[src/rtl/irq_pkg.sv]
package irq_pkg;
  typedef enum logic [1:0] {
    SENSE_LOW  = 2'b00,
    SENSE_FALL = 2'b01,
    SENSE_RISE = 2'b10,
    SENSE_BOTH = 2'b11
  } sense_e;
endpackage

[src/rtl/irq_ext_src.sv]
module irq_ext_src
  import irq_pkg::*;
#(
  parameter int PINS = 2
) (
  input  logic            clk,
  input  logic            rst_n,
  input  logic [PINS-1:0] pins,
  input  logic [PINS-1:0] pin_en,
  input  sense_e          sense,
  input  logic            clr,
  output logic            pend
);
  logic line, line_q, edge_q, hit;

  // Disabled pins read as high; any enabled low pin pulls the line low.
  assign line = &(pins | ~pin_en);

  always_comb begin
    unique case (sense)
      SENSE_FALL: hit = line_q & ~line;
      SENSE_RISE: hit = ~line_q & line;
      SENSE_BOTH: hit = line_q ^ line;
      default:    hit = 1'b0;
    endcase
  end

  always_ff @(posedge clk) begin
    if (!rst_n) begin
      line_q <= 1'b1;
      edge_q <= 1'b0;
    end else begin
      line_q <= line;
      if (hit)                            edge_q <= 1'b1;
      else if (clr || sense == SENSE_LOW) edge_q <= 1'b0;
    end
  end

  assign pend = (sense == SENSE_LOW) ? ~line_q : edge_q;
endmodule

[src/rtl/irq_per_flag.sv]
module irq_per_flag (
  input  logic clk,
  input  logic rst_n,
  input  logic set,
  input  logic wr0,
  input  logic st_rd,
  input  logic dat_acc,
  output logic flag
);
  logic armed;

  always_ff @(posedge clk) begin
    if (!rst_n) begin
      flag  <= 1'b0;
      armed <= 1'b0;
    end else begin
      if (set)                   flag <= 1'b1;
      else if (wr0)              flag <= 1'b0;
      else if (dat_acc && armed) flag <= 1'b0;

      if (wr0 || dat_acc)        armed <= 1'b0;
      else if (st_rd && flag)    armed <= 1'b1;
    end
  end
endmodule

[src/rtl/irq_prio_enc.sv]
module irq_prio_enc #(
  parameter int N = 7,
  parameter int W = 3
) (
  input  logic [N-1:0] req,
  output logic         any,
  output logic [W-1:0] idx
);
  // Lowest index wins: scan from the top so lower indices overwrite.
  always_comb begin
    idx = '0;
    for (int i = N - 1; i >= 0; i--) begin
      if (req[i]) idx = W'(i);
    end
  end
  assign any = |req;
endmodule

[src/rtl/irq_ctrl.sv]
module irq_ctrl
  import irq_pkg::*;
#(
  parameter int N_EXT        = 2,
  parameter int PINS_PER_EXT = 2,
  parameter int N_PER        = 4,
  localparam int N_SRC       = 1 + N_EXT + N_PER,
  localparam int VEC_W       = $clog2(N_SRC),
  localparam int N_PIN       = N_EXT * PINS_PER_EXT
) (
  input  logic               clk,
  input  logic               rst_n,
  input  logic               trap_req,
  input  logic [N_PIN-1:0]   ext_pin,
  input  logic [N_PIN-1:0]   ext_pin_en,
  input  logic [2*N_EXT-1:0] ext_sense,
  input  logic [N_PER-1:0]   per_set,
  input  logic [N_PER-1:0]   per_en,
  input  logic [N_PER-1:0]   per_wr0,
  input  logic [N_PER-1:0]   per_stat_rd,
  input  logic [N_PER-1:0]   per_data_acc,
  output logic [N_PER-1:0]   per_flag,
  input  logic               mask_set,
  input  logic               mask_clr,
  output logic               irq_valid,
  output logic [VEC_W-1:0]   irq_vec,
  input  logic               irq_ack,
  input  logic               irq_ret,
  output logic               irq_mask,
  output logic               wake_wait,
  output logic               wake_halt
);
  logic             mask_q, trap_q, valid_q, take, any;
  logic [VEC_W-1:0] vec_q, sel;
  logic [N_EXT-1:0] ext_pend;
  logic [N_SRC-1:0] req, elig;

  assign take = valid_q & irq_ack;

  // Software trap latch: a new request in the accept cycle wins.
  always_ff @(posedge clk) begin
    if (!rst_n)                          trap_q <= 1'b0;
    else if (trap_req)                   trap_q <= 1'b1;
    else if (take && vec_q == '0)        trap_q <= 1'b0;
  end

  for (genvar i = 0; i < N_EXT; i++) begin : g_ext
    irq_ext_src #(.PINS(PINS_PER_EXT)) u_src (
      .clk    (clk),
      .rst_n  (rst_n),
      .pins   (ext_pin[i*PINS_PER_EXT +: PINS_PER_EXT]),
      .pin_en (ext_pin_en[i*PINS_PER_EXT +: PINS_PER_EXT]),
      .sense  (sense_e'(ext_sense[2*i +: 2])),
      .clr    (take && vec_q == VEC_W'(1 + i)),
      .pend   (ext_pend[i])
    );
    assign req[1+i] = ext_pend[i];
  end

  for (genvar j = 0; j < N_PER; j++) begin : g_per
    irq_per_flag u_flag (
      .clk     (clk),
      .rst_n   (rst_n),
      .set     (per_set[j]),
      .wr0     (per_wr0[j]),
      .st_rd   (per_stat_rd[j]),
      .dat_acc (per_data_acc[j]),
      .flag    (per_flag[j])
    );
    assign req[1+N_EXT+j] = per_flag[j] & per_en[j];
  end

  assign req[0] = trap_q;
  assign elig   = req & {{(N_SRC-1){~mask_q}}, 1'b1};

  irq_prio_enc #(.N(N_SRC), .W(VEC_W)) u_enc (
    .req (elig),
    .any (any),
    .idx (sel)
  );

  // Offer register: loads when idle, holds until accepted,
  // withdraws a maskable offer once the mask is set.
  always_ff @(posedge clk) begin
    if (!rst_n) begin
      valid_q <= 1'b0;
      vec_q   <= '0;
    end else if (take) begin
      valid_q <= 1'b0;
    end else if (valid_q) begin
      if (mask_q && vec_q != '0) valid_q <= 1'b0;
    end else begin
      valid_q <= any;
      vec_q   <= sel;
    end
  end

  always_ff @(posedge clk) begin
    if (!rst_n)                    mask_q <= 1'b1;
    else if (take || mask_set)     mask_q <= 1'b1;
    else if (irq_ret || mask_clr)  mask_q <= 1'b0;
  end

  assign irq_valid = valid_q;
  assign irq_vec   = vec_q;
  assign irq_mask  = mask_q;
  assign wake_wait = |req;
  assign wake_halt = |ext_pend;
endmodule

[config.mk]
export PLATFORM = sky130hd
export DESIGN_NAME = irq_ctrl
export DESIGN_NICKNAME = d
export VERILOG_FILES = /design/src/rtl/irq_pkg.sv /design/src/rtl/irq_ext_src.sv /design/src/rtl/irq_per_flag.sv /design/src/rtl/irq_prio_enc.sv /design/src/rtl/irq_ctrl.sv
export SDC_FILE = /design/constraint.sdc
export NUM_CORES = 1
export LEC_CHECK = 0
export BUFFER_PORTS_ARGS = -buffer_cell sky130_fd_sc_hd__buf_2
export CAP_MARGIN = 20
export CORE_MARGIN = 2
export CORE_UTILIZATION = 39
export CTS_CLUSTER_DIAMETER = 200
export CTS_CLUSTER_SIZE = 40
export DETAILED_ROUTE_END_ITERATION = 10
export PLACE_DENSITY_LB_ADDON = 0.08
export SETUP_SLACK_MARGIN = 0.4
export SKIP_CTS_REPAIR_TIMING = 1
export SYNTH_ARGS = -nofsm -noshare
export SYNTH_HDL_FRONTEND = slang
export SYNTH_SLANG_ARGS = --single-unit
export TNS_END_PERCENT = 1
[constraint.sdc]
create_clock -name clk -period 1.35 [get_ports clk]
set_input_delay 0.27 -clock clk [delete_from_list [all_inputs] [get_ports clk]]
set_output_delay 0.27 -clock clk [all_outputs]
set_load 0.1 [all_outputs]
==> impl_metrics.py <==
metrics = {
    "status": {
        "outcome": "finished with violations",
        "violations": "negative setup slack",
    },
    "synth": {
        "yosysWarnings": 0,
        "yosys-top-cells-count": "18 x dfxtp_1, 14 x inv_1, 10 x a21oi_1, 9 x nand2_1, 6 x o21a_1",
        "yosysSeqAreaShare_pct": 38.5,
        "synth_most_common_cell": "dfxtp_1",
        "avgSynthCellArea_um2": 8.68,
        "synth_ff_type": "dfxtp_1",
        "netlist_area_um2": 937,
        "synth_area_leaders": "dfxtp_1 38%, inv_1 5.6%, a21oi_1 5.3%",
        "synthesis.nets": 151,
        "ys_seq_elements": 18,
        "synth_cell_type_count": 35,
        "synth_edf_count": 0,
        "yosysTopAreaCell": "dfxtp_1",
        "synth_top_area_share_pct": 38.5,
        "synthCells": 108,
        "async_flop_share_pct": 0,
    },
    "sta": {
        "max_freq_mhz": 622,
        "setup_viol": 2,
        "maxSlewViolCount": 0,
        "period_needed_ps": 1610,
        "slew_headroom_pct": 80.1,
        "setup_tns_ps": -469,
        "fin_skew_ps": 7.50,
        "rsz0062_at_grt": "true",
        "fin_ws_ps": -257,
        "hold_viol_final": 0,
        "fin_crit_sh_pct": 119,
        "tightestPinTransition_ps": 297,
    },
    "worst_setup_path": {
        "critPathMaxFanout": 3,
        "worstSetupPathType": "flip-flop to output pin",
        "cp.arrival_ps": 1340,
        "critPathSlowestCell": "dfxtp_2",
        "cp_cell_sequence": "o31a_1, and3_4, nand2_4, buf_12",
        "crit_buf_inv": 1,
        "setup.worst_path.start_class": "flip-flop",
        "end_kind": "output pin",
        "slowest_delay_ps": 330,
        "cp_top_family": "flip-flops",
        "critPathRequiredTime_ps": 1080,
    },
    "detailed_routing": {
        "viasPerCell": 5.19,
        "wl_met2_um": 1320,
        "ant_nets": 0,
        "vias": 1049,
        "route.met3.wl_um": 169,
        "top_layer_used": "met4",
        "wl_per_cell_um": 12.6,
        "drt_pass1_iterations": 5,
        "drc": 0,
        "drtIter0Drc": 30,
        "drt-met1-wl_um": 1030,
        "routed_wl_um": 2540,
    },
    "global_routing": {
        "grt_max_degree": 13,
        "grt_first_pass_wirelength_um": 3890,
        "overflow": 0,
        "grt_pass1_vias": 957,
        "antenna_found_initial": 0,
        "track_usage_pct": 19.0,
    },
    "clocking": {
        "clock_tree.buffer_depth": 2,
        "root_buffer": "clkbuf_4",
        "htree_levels": 1,
        "path_clk_slew_ps": 100,
        "numClockSinks": 18,
        "worstSkewPairLatency_ps": 300,
        "cts_tree": "yes",
        "cts_made_buffers": 3,
    },
    "pwr": {
        "worst_ir_drop_vdd_v": 0.000578,
        "total_power_uw": 1550,
        "cellPowerDensity_mw_per_mm2": 960,
        "p_leak_uw": 0.000757,
    },
    "finish": {
        "n_antenna_cell": 0,
        "layout.cells.non_filler": 202,
        "final_util_pct": 72.4,
        "final.fill_count": 179,
        "drive_above_1_share_pct": 56.3,
        "stdcell_area_mm2": 0.00162,
        "layout.nets": 218,
        "syn_to_final_growth_pct": 72.5,
    },
    "placement": {
        "dpl_cell_area_mm2": 0.00150,
        "place_hpwl_um": 1990,
        "gp_congestion": 0.697,
        "io_buffers": 49,
        "place_inst": 198,
    },
    "floorplanning": {
        "die_w_um": 53.0,
        "die-area_mm2": 0.00281,
        "rows": 17,
        "die_height_um": 53.0,
        "fp.coreArea_mm2": 0.00223,
        "initial_utilization_pct": 42.0,
        "ios": 50,
    },
    "run": {
        "drv_cap": 0,
    },
    "worst_hold_path": {
        "hold_path_class": "input port to flip-flop",
    },
}
[worst register-to-register path, delay by kind of cell (launching register included)]
family | cells | cell delay [ps]
flip-flops | 1 | 370
AO/OA/AOI/OAI | 1 | 130
AND/OR/NAND/NOR | 3 | 680
[cell families (layout without fill, tap and decap cells)]
kind of cell / Yosys count / after routing / synth area share (%)
adder cells (fa/ha/maj): 4 / 4 / 5.34
buffers and inverters: 19 / 85 / 9.21
multiplexers: 2 / 2 / 2.14
AND/OR/NAND/NOR: 29 / 29 / 18.0
AO/OA/AOI/OAI: 36 / 36 / 26.8
flip-flops: 18 / 18 / 38.5
[placed cells by master (no fill, tap or decap), types with 4 or more instances in the layout]
cell     synthesis  layout
a21oi_1         10       9
buf_12           0      10
buf_2            0      38
buf_4            4      14
buf_6            0       5
dfxtp_1         18       7
dfxtp_2          0       7
dfxtp_4          0       4
inv_1           14      12
nand2_1          9       7
o21a_1           6       6
[per-stage QoR]
step | hold slack [ps] | setup WS (ps)
global placement | 449 | -157
CTS | 128 | -315
floorplan | 347 | -19.2
finish | 138 | -257
detailed placement | 454 | -196
global route | 128 | -333
[metal layers]
layer / GRT usage (%) / vias to the layer above
met4: 3.85 / 0
met3: 5.93 / 2
met5: 0 / -
met2: 35.4 / 38
li1: - / 525
met1: 20.9 / 484
[final timing paths]
check	start	endpoint	slack [ps]	cells past startpoint
min	per_wr0[3]	g_per[3].u_flag.armed	140	2
max	g_ext[1].u_src.line_q	wake_wait	-260	4
max reg2reg	irq_vec[2]	trap_q	90	4
min reg2reg	irq_vec[2]	irq_vec[2]	510	1
[report_power, final]
group	internal, uW	leakage, uW	switching [uW]
combinational	275	0.000585	342
sequential	562	0.000151	37.6
clock	165	0.0000210	169
[sequential cells by signal, indices dropped and copies added, names as in the netlist]
signal and flops:
irq_mask 1, irq_vec 3, g_per.u_flag.armed 4, g_ext.u_src.line_q 2, g_ext.u_src.edge_q 2, trap_q 1
irq_valid 1, g_per.u_flag.flag 4
[layout make-up]
type                    instances  area, um2  share of cell area [%]
clock buffers                   4       36.3                    2.24
flip-flops and latches         18        384                    23.8
inverters                      14       52.6                    3.25
multi-input cells              71        557                    34.4
repair buffers                 67        552                    34.1
well taps                      28       35.0                    2.17
No activity file was read; power rests on OpenSTA's default activity.
